===== config.mk =====
export PLATFORM = sky130hd
export DESIGN_NAME = adc_readout_ctrl
export DESIGN_NICKNAME = d
export VERILOG_FILES = /design/src/rtl/adc_rd_pkg.sv /design/src/rtl/adc_pin_sampler.sv /design/src/rtl/adc_conv_seq.sv /design/src/rtl/adc_frame_shifter.sv /design/src/rtl/adc_readout_ctrl.sv
export SDC_FILE = /design/constraint.sdc
export NUM_CORES = 1
export LEC_CHECK = 0
export BUFFER_PORTS_ARGS = -buffer_cell sky130_fd_sc_hd__buf_2
export CAP_MARGIN = 25
export CORE_MARGIN = 2
export CORE_UTILIZATION = 50
export DETAILED_ROUTE_END_ITERATION = 8
export GPL_ROUTABILITY_DRIVEN = 0
export PLACE_DENSITY = 0.77
export SYNTH_ARGS = -nofsm -noshare
export SYNTH_HDL_FRONTEND = slang
export SYNTH_SLANG_ARGS = --single-unit

===== constraint.sdc =====
create_clock -name clk -period 1.9 [get_ports clk]
set_input_delay 0.095 -clock clk [delete_from_list [all_inputs] [get_ports clk]]
set_output_delay 0.095 -clock clk [all_outputs]
set_load 0.005 [all_outputs]

===== src/rtl/adc_rd_pkg.sv =====
package adc_rd_pkg;
    // status, dummy, sign and overrange precede the magnitude bits
    localparam int unsigned HDR_W = 4;

    typedef enum logic {
        STAT_FRESH = 1'b0,
        STAT_STALE = 1'b1
    } frame_stat_e;
endpackage


===== src/rtl/adc_pin_sampler.sv =====
module adc_pin_sampler #(
    parameter int unsigned SYNC_STAGES = 2
) (
    input  logic clk,
    input  logic rst_n,
    input  logic cs_n_pin,
    input  logic sclk_pin,
    output logic cs_lvl,
    output logic cs_fall,
    output logic sclk_fall
);
    typedef struct packed {
        logic [SYNC_STAGES-1:0] cs_sync;
        logic [SYNC_STAGES-1:0] ck_sync;
        logic                   cs_prev;
        logic                   ck_prev;
    } smp_t;

    smp_t s_d, s_q;
    logic [SYNC_STAGES-1:0] cs_next, ck_next;
    logic ck_lvl;

    if (SYNC_STAGES > 1) begin : g_chain
        always_comb begin
            cs_next = {s_q.cs_sync[SYNC_STAGES-2:0], cs_n_pin};
            ck_next = {s_q.ck_sync[SYNC_STAGES-2:0], sclk_pin};
        end
    end else begin : g_single
        always_comb begin
            cs_next = cs_n_pin;
            ck_next = sclk_pin;
        end
    end

    assign cs_lvl    = s_q.cs_sync[SYNC_STAGES-1];
    assign ck_lvl    = s_q.ck_sync[SYNC_STAGES-1];
    assign cs_fall   = s_q.cs_prev & ~cs_lvl;
    assign sclk_fall = s_q.ck_prev & ~ck_lvl;

    always_comb begin
        s_d         = s_q;
        s_d.cs_sync = cs_next;
        s_d.ck_sync = ck_next;
        s_d.cs_prev = cs_lvl;
        s_d.ck_prev = ck_lvl;
    end

    always_ff @(posedge clk or negedge rst_n) begin
        if (!rst_n) begin
            s_q.cs_sync <= '1;
            s_q.ck_sync <= '0;
            s_q.cs_prev <= 1'b1;
            s_q.ck_prev <= 1'b0;
        end else begin
            s_q <= s_d;
        end
    end
endmodule


===== src/rtl/adc_conv_seq.sv =====
module adc_conv_seq #(
    parameter int unsigned CAL_EVERY = 4
) (
    input  logic clk,
    input  logic rst_n,
    input  logic cs_lvl,
    input  logic filt_done,
    output logic conv_start,
    output logic conv_cal,
    output logic pwr_down,
    output logic res_stb
);
    localparam int unsigned CNT_W = (CAL_EVERY < 1) ? 1 : $clog2(CAL_EVERY + 1);

    typedef struct packed {
        logic             busy;
        logic             cal;
        logic             start;
        logic             pd;
        logic [CNT_W-1:0] cnt;
    } seq_t;

    seq_t s_d, s_q;

    always_comb begin
        s_d       = s_q;
        s_d.start = 1'b0;
        res_stb   = s_q.busy && filt_done && !s_q.cal;
        if (s_q.busy && filt_done) begin
            s_d.busy = 1'b0;
        end else if (!s_q.busy && !cs_lvl) begin
            s_d.busy  = 1'b1;
            s_d.start = 1'b1;
            if (s_q.cnt == CNT_W'(CAL_EVERY)) begin
                s_d.cal = 1'b1;
                s_d.cnt = '0;
            end else begin
                s_d.cal = 1'b0;
                s_d.cnt = s_q.cnt + CNT_W'(1);
            end
        end
        s_d.pd = cs_lvl && !s_d.busy;
    end

    always_ff @(posedge clk or negedge rst_n) begin
        if (!rst_n) begin
            s_q.busy  <= 1'b0;
            s_q.cal   <= 1'b0;
            s_q.start <= 1'b0;
            s_q.pd    <= 1'b1;
            s_q.cnt   <= '0;
        end else begin
            s_q <= s_d;
        end
    end

    assign conv_start = s_q.start;
    assign conv_cal   = s_q.cal;
    assign pwr_down   = s_q.pd;

    AST_PD_ONLY_IDLE: assert property (@(posedge clk) disable iff (!rst_n)
        s_q.pd |-> !s_q.busy);
    AST_CONV_RUNS_OUT: assert property (@(posedge clk) disable iff (!rst_n)
        (s_q.busy && !filt_done) |=> s_q.busy);
    AST_START_AWAKE: assert property (@(posedge clk) disable iff (!rst_n)
        s_q.start |-> (s_q.busy && !s_q.pd));
    AST_START_NEEDS_CS: assert property (@(posedge clk) disable iff (!rst_n)
        (!s_q.busy && !cs_lvl) |=> s_q.start);
endmodule


===== src/rtl/adc_frame_shifter.sv =====
module adc_frame_shifter
    import adc_rd_pkg::*;
#(
    parameter int unsigned DATA_W = 28
) (
    input  logic              clk,
    input  logic              rst_n,
    input  logic              cs_lvl,
    input  logic              cs_fall,
    input  logic              sclk_fall,
    input  logic              res_stb,
    input  logic              res_sign,
    input  logic              res_ovr,
    input  logic [DATA_W-1:0] res_data,
    output logic              sdo,
    output logic              sdo_oe
);
    localparam int unsigned FRAME_W = DATA_W + HDR_W;
    localparam int unsigned BCNT_W  = $clog2(FRAME_W);
    localparam logic [BCNT_W-1:0] LAST_BIT = BCNT_W'(FRAME_W - 1);

    typedef struct packed {
        logic               sign;
        logic               ovr;
        logic [DATA_W-1:0]  data;
        logic               fresh;
        logic               lf;
        logic               act;
        logic [BCNT_W-1:0]  bitcnt;
        logic [FRAME_W-1:0] sh;
        logic               sdo;
        logic               oe;
    } shf_t;

    shf_t s_d, s_q;
    frame_stat_e stat;
    logic [FRAME_W-1:0] frame;
    logic load;

    always_comb begin
        stat  = s_q.fresh ? STAT_FRESH : STAT_STALE;
        frame = {stat, 1'b0, s_q.sign, s_q.ovr, s_q.data};
        load  = cs_fall ||
                (!cs_lvl && s_q.fresh && !s_q.lf && (s_q.bitcnt == '0));

        s_d    = s_q;
        s_d.oe = !cs_lvl;
        if (cs_lvl) begin
            s_d.act    = 1'b0;
            s_d.bitcnt = '0;
            s_d.lf     = 1'b0;
            s_d.sdo    = 1'b0;
        end else if (load) begin
            s_d.sh     = frame;
            s_d.act    = 1'b1;
            s_d.bitcnt = '0;
            s_d.lf     = s_q.fresh;
            s_d.sdo    = frame[FRAME_W-1];
        end else if (sclk_fall && s_q.act) begin
            if (s_q.bitcnt == LAST_BIT) begin
                s_d.act    = 1'b0;
                s_d.bitcnt = '0;
                s_d.sdo    = 1'b0;
                s_d.lf     = 1'b0;
                if (s_q.lf) s_d.fresh = 1'b0;
            end else begin
                s_d.sh     = s_q.sh << 1;
                s_d.sdo    = s_q.sh[FRAME_W-2];
                s_d.bitcnt = s_q.bitcnt + BCNT_W'(1);
            end
        end
        if (res_stb) begin
            s_d.sign  = res_sign;
            s_d.ovr   = res_ovr;
            s_d.data  = res_data;
            s_d.fresh = 1'b1;
            s_d.lf    = 1'b0;
        end
    end

    always_ff @(posedge clk or negedge rst_n) begin
        if (!rst_n) begin
            s_q <= '0;
        end else begin
            s_q <= s_d;
        end
    end

    assign sdo    = s_q.sdo;
    assign sdo_oe = s_q.oe;

    AST_IDLE_WHEN_UNDRIVEN: assert property (@(posedge clk) disable iff (!rst_n)
        !s_q.oe |-> !s_q.act);
    AST_LOAD_AT_FIRST_BIT: assert property (@(posedge clk) disable iff (!rst_n)
        cs_fall |=> (s_q.act && s_q.bitcnt == '0));
    AST_BIT_ADVANCE: assert property (@(posedge clk) disable iff (!rst_n)
        (sclk_fall && s_q.act && !cs_lvl && s_q.bitcnt != '0 && s_q.bitcnt != LAST_BIT)
        |=> s_q.bitcnt == $past(s_q.bitcnt) + BCNT_W'(1));
    AST_ABORT_RESTART: assert property (@(posedge clk) disable iff (!rst_n)
        cs_lvl |=> (!s_q.act && s_q.bitcnt == '0));
    AST_STB_MAKES_FRESH: assert property (@(posedge clk) disable iff (!rst_n)
        res_stb |=> s_q.fresh);
endmodule


===== src/rtl/adc_readout_ctrl.sv =====
module adc_readout_ctrl #(
    parameter int unsigned DATA_W      = 28,
    parameter int unsigned CAL_EVERY   = 4,
    parameter int unsigned SYNC_STAGES = 2
) (
    input  logic              clk,
    input  logic              rst_n,
    input  logic              cs_n,
    input  logic              sclk,
    output logic              sdo,
    output logic              sdo_oe,
    input  logic              filt_done,
    input  logic              filt_sign,
    input  logic              filt_ovr,
    input  logic [DATA_W-1:0] filt_data,
    output logic              conv_start,
    output logic              conv_cal,
    output logic              pwr_down
);
    logic cs_lvl, cs_fall, sclk_fall, res_stb;

    adc_pin_sampler #(.SYNC_STAGES(SYNC_STAGES)) u_smp (
        .clk       (clk),
        .rst_n     (rst_n),
        .cs_n_pin  (cs_n),
        .sclk_pin  (sclk),
        .cs_lvl    (cs_lvl),
        .cs_fall   (cs_fall),
        .sclk_fall (sclk_fall)
    );

    adc_conv_seq #(.CAL_EVERY(CAL_EVERY)) u_seq (
        .clk        (clk),
        .rst_n      (rst_n),
        .cs_lvl     (cs_lvl),
        .filt_done  (filt_done),
        .conv_start (conv_start),
        .conv_cal   (conv_cal),
        .pwr_down   (pwr_down),
        .res_stb    (res_stb)
    );

    adc_frame_shifter #(.DATA_W(DATA_W)) u_shf (
        .clk       (clk),
        .rst_n     (rst_n),
        .cs_lvl    (cs_lvl),
        .cs_fall   (cs_fall),
        .sclk_fall (sclk_fall),
        .res_stb   (res_stb),
        .res_sign  (filt_sign),
        .res_ovr   (filt_ovr),
        .res_data  (filt_data),
        .sdo       (sdo),
        .sdo_oe    (sdo_oe)
    );
endmodule


# --- Word-level counts from Yosys, hierarchy flattened ---
# Index checks and enable logic that the tools add are counted.
classes:
  n_bitwise: 5
  muxes: 18
  n_eq_ne: 5
  n_addsub: 2
  n_reduce_logical: 28
ops:
  columns: ["op", "n"]
  rows:
  - ["41-bit 2-to-1 mux", 1]
  - ["40-bit 2-to-1 mux", 1]
  - ["32-bit 2-to-1 mux", 1]
  - ["1-bit 2-to-1 mux", 9]
  - ["3-bit 2-to-1 mux", 3]
  - ["1-bit logical AND", 8]
  - ["2-bit nonzero test", 4]
  - ["4-bit nonzero test", 2]
  - ["7-bit 2-to-1 mux", 1]
  - ["2-bit AND reduction", 3]
  - ["3-bit nonzero test", 2]
  - ["5-bit by 1-bit adder with 5-bit output (second input constant)", 1]
  - ["5-bit equality test (second input constant)", 1]
  - ["1-bit logical NOT", 5]
  - ["5-bit logical NOT", 1]
  - ["5-bit 2-to-1 mux", 1]
  - ["5-bit AND reduction", 1]
  - ["2-bit inequality test (second input constant)", 2]
  - ["3-bit by 1-bit adder with 3-bit output (second input constant)", 1]
  - ["3-bit equality test (second input constant)", 1]
  - ["1-bit NOT", 3]
  - ["3-bit AND reduction", 1]
  - ["1-bit bitwise AND", 2]
  - ["2-bit 2-to-1 mux", 1]
  - ["other kinds (2)", 2]
word_totals:
  elab_cells: 77
  input_bits: 35
  register_bits: 84

# --- Longest topological paths before layout ---
# Gate-level depths: netlist (run 1).
logic_depth:
  word_depth: 8
  depth_mapped: 8
  ltp_nobuf: 7

# --- Modules after synthesis ---
# Synthesis (run 1) repeated with hierarchy kept, for this count alone.
unflattened:
  cells_unflattened: 259
  area_unflattened_um2: 3872.5
by_module_without_submodules:
  columns: ["module", "instances", "cells_each", "seq_area_each_um2", "area_each_um2"]
  rows:
  - ["adc_frame_shifter", 1, 221, 1776.7, 3377.0]
  - ["adc_conv_seq", 1, 30, 176.4, 314.1]
  - ["adc_pin_sampler", 1, 8, 153.9, 181.4]

# --- Least setup slack after synthesis (run 1) ---
# OpenSTA, ideal clock, no wires.
synth_path:
  path_kind: "reg2reg"
  from: "reg u_shf.s_q[34] (netlist bit)"
  to: "reg u_shf.s_q[19] (netlist bit)"
  path_buffers: 1
  setup_slack_ns: -0.204
  required_ns: 1.782
  t_arrival_ns: 1.985
  synth_period_minus_slack_ns: 2.104
  path_stages_with_launch: 9
  cell_sequence: "dfrtp_1 > ha_1 > and3_1 > ha_1 > nand4bb_4 > a211o_1 > buf_4 > o22ai_2 > o2bb2a_4"
synth_via:
  elab_chain_cells: 5
  word_cells_on_any_way: 8
  classes_between: "eq/ne: 2; mux: 1; reduce/logical: 5"
synth_rtl:
  columns: ["item", "line", "text"]
  rows:
  - ["start: declaration", "adc_frame_shifter.sv:35", "shf_t s_d, s_q;"]
  - ["start signal: assignment", "adc_frame_shifter.sv:83", "s_q <= '0;"]
  - ["start signal: assignment", "adc_frame_shifter.sv:85", "s_q <= s_d;"]
  - ["5-bit logical NOT", "adc_frame_shifter.sv:44", "(!cs_lvl && s_q.fresh && !s_q.lf && (s_q.bitcnt == '0));"]
  - ["1-bit logical AND", "adc_frame_shifter.sv:44", null]
  - ["1-bit logical OR", "adc_frame_shifter.sv:43", "load = cs_fall ||"]
  - ["2-bit by 1-bit inequality test with 1-bit output (no source line) / 2-bit nonzero test (equally long branches)", null, null]
  - ["3-bit AND reduction (no source line)", null, null]
# Several ways; a longest one is shown, not always the timed one.
# A chain may end at the register's enable or synchronous reset.

# --- Worst setup path in the final report (run 1) ---
# Ends and elaborated chain as after synthesis.

==> impl_metrics.py, run 1 <==
metrics = {
    "drt": {
        "dr_wl_met2_um": 3770,
        "num_vias": 2449,
        "drt_iter0_markers": 121,
        "drc": 0,
        "routed.top_layer": "met4",
        "vias_per_cell": 5.42,
        "drtPass1Iterations": 4,
        "detail-route-antenna-nets": 0,
        "wl_met1_um": 3380,
        "wl_met3_um": 155,
        "drt_wl_total_um": 7460,
        "wl_per_cell_um": 16.5,
    },
    "critical_path": {
        "cpPeakStageDelay_ps": 390,
        "r2r-start": "u_shf.s_q[34]",
        "worstPathMaxFanout": 30,
        "path_buf_inv": 1,
        "start_kind": "flop",
        "critPathArrivalTime_ps": 2230,
        "crit_family": "compound AO/OA/AOI/OAI gates",
        "worstSetupStartpoint": "u_shf.s_q[34]",
        "slowest_stage": "dfrtp_1",
        "cp_cell_sequence": "ha_2, and3_4, ha_4, nand4bb_4, a211o_1, buf_12, o22ai_2, o2bb2a_4",
        "crit_path_end_kind": "flop",
        "crit_type": "flop to flop",
        "crit_required_ps": 2150,
    },
    "synth": {
        "synth.avg_cell_area_um2": 14.0,
        "seq_area_frac_synth_pct": 57.7,
        "synth.yosys.warnings": 0,
        "ys_seq_elements": 84,
        "syn-num-nets": 301,
        "postSynthCellCount": 261,
        "synth_cell_types": 33,
        "netlist_area_um2": 3650,
    },
    "clock_tree": {
        "clockBufferDepth": 2,
        "h-tree-depth": 3,
        "clkTransAtPathRegs_ps": 80,
        "worst_skew_pair.late_latency_ps": 350,
        "clock_sinks": 84,
        "cts_made_buffers": 9,
        "cts_tree": "done",
        "root_buffer": "clkbuf_8",
    },
    "place": {
        "dpl.hpwl_um": 4330,
        "preCtsSetupSlack_ps": -89.2,
        "io_buffers": 39,
    },
    "power": {
        "p_per_area_nw_per_um2": 1070,
        "power.total_mw": 5.07,
        "power.leakage_nw": 2.01,
        "ir_drop_v": 0.000616,
    },
    "sta": {
        "period_share_pct": 104,
        "finalSetupViolCount": 29,
        "final.setup.worst_slack_ps": -85.2,
        "rsz0062_at_grt": "true",
        "final_max_slew_viol_count": 0,
        "tightest_slew_ps": 411,
        "min_period_ps": 1990,
        "holdWs_ps": 216,
        "hold_viol_final": 0,
        "timing.fmax_mhz": 504,
        "finClkSkew_ps": 9.66,
        "tns_ps": -1310,
        "maxSlewHeadroom_pct": 72.6,
    },
    "layout": {
        "fillCellCount": 507,
        "drive_gt1_share_pct": 47.0,
        "fin_nets": 388,
        "syn2layout_area_growth_pct": 30.3,
        "antenna_cells": 0,
        "final_common_cell": "dfrtp_1",
        "final_cell_mix": "dfrtp_1, buf_2, dlygate4sd3_1",
    },
    "grt": {
        "grt_pass1_vias": 2541,
        "grt_first_pass_wirelength_um": 11900,
        "antenna_found_initial": 0,
        "track_usage_pct": 19.6,
        "grt-ovfl-total": 0,
        "grt_max_degree": 53,
    },
    "die": {
        "io_pins": 40,
        "die_y_um": 89.4,
        "start_util_pct": 50.9,
        "design.core.area_um2": 7180,
        "die_width_um": 89.4,
        "dieArea_um2": 8000,
        "row_count": 31,
    },
    "hold_path": {
        "hold_path_class": "input pin to async pin",
    },
    "run": {
        "max_cap_viol_count": 0,
    },
    "run_status": {
        "run_status": "complete, but fails checks",
        "violations": "negative setup slack",
    },
}
## synth_stat cells (all sizes together)
cell	instances	area (um2)
dfrtp	80	2000
mux2	30	338
o22ai	29	188
a2bb2oi	28	420
inv	12	45.0
buf	11	75.1
nand2	9	33.8
o21ai	9	45.0
a21oi	8	62.6
clkbuf	6	22.5
ha	5	62.6
nor2	5	18.8
dfstp	4	105
nand3	4	20.0
mux2i	3	30.0
nand3b	3	22.5
o32ai	3	26.3
and3	2	12.5
a211o	1	8.76
a31oi	1	6.26
nand4b	1	8.76
nand4bb	1	27.5
nor2b	1	6.26
nor3	1	5.00
nor4b	1	23.8
o2bb2a	1	20.0
o31ai	1	7.51
or3	1	6.26
## area by class of cell
cell class | count | area, um2 | area share [%]
inverters | 12 | 45.0 | 0.947
well taps | 99 | 124 | 2.60
clock buffers | 9 | 124 | 2.60
multi-input cells | 148 | 1540 | 32.3
repair buffers | 93 | 753 | 15.8
flip-flops and latches | 84 | 2110 | 44.3
clock inverters | 7 | 67.6 | 1.42
## report_power, final
part	total [mW]	internal (mW)	switching, mW
Combinational	1.23	0.797	0.435
Sequential	2.61	2.24	0.368
Clock	1.23	0.602	0.627
Total	5.07	3.64	1.43
## path summary, 6_finish.rpt
check / endpoint / slack [ps] / cells after the start
max in group asynchronous: u_smp.s_q[1] / 1010 / 3
min in group clk: u_smp.ck_lvl / 350 / 0
hold reg to reg: u_smp.ck_lvl / 350 / 0
setup reg to reg: u_shf.s_q[19] / -90 / 8
setup / recovery: u_shf.s_q[19] / -90 / 8
hold / removal: u_shf.frame[23] / 220 / 2
## layer usage
metal,global-route usage (%),vias to the layer above
met5,0,-
met2,31.9,39
li1,-,1145
met1,25.9,1252
met3,3.60,13
met4,8.28,0
## state kept, by name, indices dropped and copies added (netlist names)
register,flops
u_shf.s_q,39
u_shf.frame,30
u_seq.s_q,4
u_smp.s_q,2
u_seq.conv_cal,1
u_seq.conv_start,1
u_seq.pwr_down,1
u_shf.sdo,1
u_shf.sdo_oe,1
u_smp.ck_lvl,1
u_smp.ck_next,1
u_smp.cs_lvl,1
u_smp.cs_next,1
## metrics by stage
step / std cells / area, um2 / util (%)
finish: 452 / 4760 / 66.3
global placement: 400 / 4050 / 56.5
CTS: 450 / 4630 / 64.5
detailed placement: 400 / 4050 / 56.5
floorplan: 261 / 3660 / -
global route: 452 / 4760 / 66.3
## cell families (layout without fill, tap and decap cells)
kind of cell               count (synthesis)  after routing  synth area share, %
and+or+nand+nor                           29             29                 5.07
buffers and inverters                     29            121                 3.91
DFF                                       84             84                 57.7
AOI/OAI and AO/OA                         81             81                 21.5
muxes                                     33             33                 10.1
adders and majority gates                  5              5                 1.71
## timing repair
item	in CTS	in global routing
resized for setup	8	21
endpoints found under the hold margin	64	0
buffers inserted	0	2
endpoints found under the setup margin	29	36
hold buffers	34	0
pin swaps	1	1
Note: power is estimated with default switching activity, not from simulation.
==> run 2, diff against run 1 <==
- ABC_AREA: not set -> 1
==> run 2 against run 1 <==
Net effect: the run now ends clean; routed wire length is 1.4% lower; cell count is 41% higher; cell area is 2.4% lower; critical endpoint is now u_shf.s_q[30]; highest routed layer unchanged.
==> impl_metrics.py, run 2 <==
metrics = {
    "synth": {
        "synth.area.top_cells": "dfrtp_1, nand2_1, inv_1",
        "synthFlopType": "dfrtp_1",
        "yosys.area.top_type": "dfrtp_1",
        "netlist_area_um2": 3770,
        "seq_area_frac_synth_pct": 55.9,
        "synthSimpleGateAreaFrac_pct": 25.1,
        "yosys.area.top_type_share_pct": 53.1,
        "synth_edf_count": 0,
        "netlist_top_cells_count": "nand2_1, dfrtp_1, inv_1, nand3_1, o21ai_0",
        "synth_cell_types": 25,
        "synth_mux_area_share_pct": 0,
        "synth.yosys.warnings": 0,
        "synthArstFlopShare_pct": 100,
        "synth_fa_ha_area_share_pct": 1.66,
        "syn-num-nets": 500,
        "synth.avg_cell_area_um2": 8.19,
        "postSynthCellCount": 460,
        "synth_xor_area_share_pct": 0.465,
        "synth_top_family_by_area": "simple AND/OR/NAND/NOR gates",
        "synth.most_common_cell": "nand2_1",
        "synth_compound_area_share_pct": 6.31,
        "ys_seq_elements": 84,
    },
    "sta": {
        "tns_ps": 0,
        "tightest_slew_ps": 478,
        "period_share_pct": 92.3,
        "final_max_slew_viol_count": 0,
        "rsz0062_at_grt": "false",
        "min_period_ps": 1750,
        "finClkSkew_ps": 4.77,
        "timing.fmax_mhz": 570,
        "finalSetupViolCount": 0,
        "hold_viol_final": 0,
        "maxSlewHeadroom_pct": 68.2,
    },
    "critical_path": {
        "crit_family": "simple AND/OR/NAND/NOR gates",
        "crit_type": "flop to flop",
        "cp_cell_sequence": "ha_1, nand2_1, nor2_1, ha_1, nor2_1, nand2_1, nand2_2, buf_12, nand3_1, nand2_1",
        "crit_path_end_kind": "flop",
        "path_buf_inv": 1,
        "slowest_stage": "dfrtp_1",
        "crit_path_frequent_cell": "nand2_1",
        "crit_required_ps": 2190,
        "worstPathMaxFanout": 31,
        "r2r_slack_ps": 150,
        "start_kind": "flop",
        "critPathArrivalTime_ps": 2050,
        "cpPeakStageDelay_ps": 410,
    },
    "grt": {
        "grt_max_degree": 49,
        "grt_pass1_vias": 2988,
        "antenna_found_initial": 0,
        "grt-ovfl-total": 0,
        "track_usage_pct": 19.4,
        "grt_first_pass_wirelength_um": 12900,
    },
    "drt": {
        "num_vias": 3038,
        "drtPass1Iterations": 4,
        "drc": 0,
        "drt_wl_total_um": 7360,
        "vias_per_cell": 4.77,
        "drt_iter0_markers": 180,
        "detail-route-antenna-nets": 0,
        "wl_per_cell_um": 11.5,
    },
    "power": {
        "power.leakage_nw": 2.42,
        "p_comb_share_pct": 28.1,
        "ir_drop_v": 0.000595,
        "swShare_pct": 33.0,
        "p_seq_share_pct": 47.5,
        "power_switching_mw": 1.95,
        "p_int_mw": 3.96,
        "p_per_area_nw_per_um2": 1270,
        "pwr-share-clk_pct": 24.5,
    },
    "clock_tree": {
        "root_buffer": "clkbuf_8",
        "cts_made_buffers": 9,
        "clockBufferDepth": 2,
        "clock_sinks": 84,
        "h-tree-depth": 3,
        "worst_skew_pair.late_latency_ps": 350,
        "clkTransAtPathRegs_ps": 80,
        "cts_tree": "done",
    },
    "layout": {
        "final_cell_mix": "nand2_1, dfrtp_1, inv_1",
        "final_cells": 637,
        "fin_nets": 573,
        "largest_reg_flops": 39,
        "regMostFlops": "u_shf.s_q",
        "syn2layout_area_growth_pct": 23.1,
        "final_common_cell": "nand2_1",
        "drive_gt1_share_pct": 13.9,
        "antenna_cells": 0,
    },
    "die": {
        "die_y_um": 90.8,
        "dieArea_um2": 8240,
        "design.core.area_um2": 7290,
        "io_pins": 40,
        "row_count": 31,
        "die_width_um": 90.8,
        "start_util_pct": 51.7,
    },
    "run": {
        "max_cap_viol_count": 0,
    },
    "place": {
        "io_buffers": 39,
        "dp_cells": 588,
        "dpl.hpwl_um": 4730,
    },
    "run_status": {
        "run_status": "complete, no violations",
    },
    "hold_path": {
        "hold_path_class": "input pin to flop",
    },
}
-- run 2: worst reg2reg max path, cell delays in order, from the launching register on --
cell and delay (ps):
dfrtp_1 410, ha_1 220, nand2_1 80, nor2_1 40
ha_1 230, nor2_1 140, nand2_1 80, nand2_2 130
buf_12 190, nand3_1 110, nand2_1 70
-- run 2: timing repair --
| item | in CTS | in global routing |
|---|---|---|
| buffers inserted | 0 | 0 |
| hold buffers | 33 | 0 |
| endpoints found under the setup margin | 0 | 30 |
| hold endpoints to repair | 68 | 0 |
| resized for setup | 0 | 2 |
-- run 2: metrics by stage --
stage | worst slack (ps) | power (mW) | util (%) | hold slack, ps | area, um2
after global routing | 1.87 | 6.40 | 63.6 | 88.9 | 4640
after CTS | 44.0 | 5.98 | 63.6 | 70.4 | 4640
after detailed placement | 70.2 | 4.44 | 55.8 | 94.9 | 4070
after global placement | 169 | 4.33 | 55.8 | 89.9 | 4070
after floorplan | 264 | 4.00 | - | -201 | 3770
final | 146 | 5.91 | 63.6 | 85.6 | 4640
-- run 2: power groups by stage --
stage	registers (mW)	logic (mW)	clock network, mW
CTS	2.81	1.69	1.48
finish	2.80	1.66	1.45
detailed placement	2.83	1.61	0
global route	2.88	1.95	1.56
global placement	2.82	1.52	0
floorplan	2.76	1.25	0
-- run 2: final timing paths --
check / cells past startpoint / from / to
worst max-delay path: 10 / u_shf.s_q[34] / u_shf.s_q[30]
worst min-delay path: 3 / filt_done / u_seq.s_q[6]
worst max register to register: 10 / u_shf.s_q[34] / u_shf.s_q[30]
worst min register to register: 0 / u_smp.cs_next[1] / u_smp.cs_lvl
max in group asynchronous: 3 / rst_n / u_smp.cs_next[1]
min in group asynchronous: 2 / rst_n / u_shf.s_q[37]
-- run 2: kinds of logic (layout without fill, tap and decap cells) --
| group | after synthesis | count (layout) |
|---|---|---|
| buffers and inverters | 93 | 171 |
| xor gates and xnor gates | 2 | 2 |
| adders and majority gates | 5 | 5 |
| DFF | 84 | 84 |
| AOI/OAI and AO/OA | 45 | 45 |
| and+or+nand+nor | 231 | 231 |
-- run 2: area by class of cell --
| type | count | area, um2 |
|---|---|---|
| fill | 642 | 2650 |
| sequential | 84 | 2110 |
| multi-input combinational | 283 | 1270 |
| timing repair buffer | 81 | 621 |
| inverter | 74 | 280 |
| clock buffer | 11 | 151 |
| tap | 99 | 124 |
| clock inverter | 5 | 83.8 |
-- run 2: routing by layer --
layer / vias to the layer above / global-route usage [%] / wire length (um)
met5: - / 0 / 0
met4: 0 / 9.60 / 161
met3: 13 / 3.34 / 255
met2: 61 / 32.8 / 3640
met1: 1420 / 24.0 / 3300
li1: 1544 / - / -
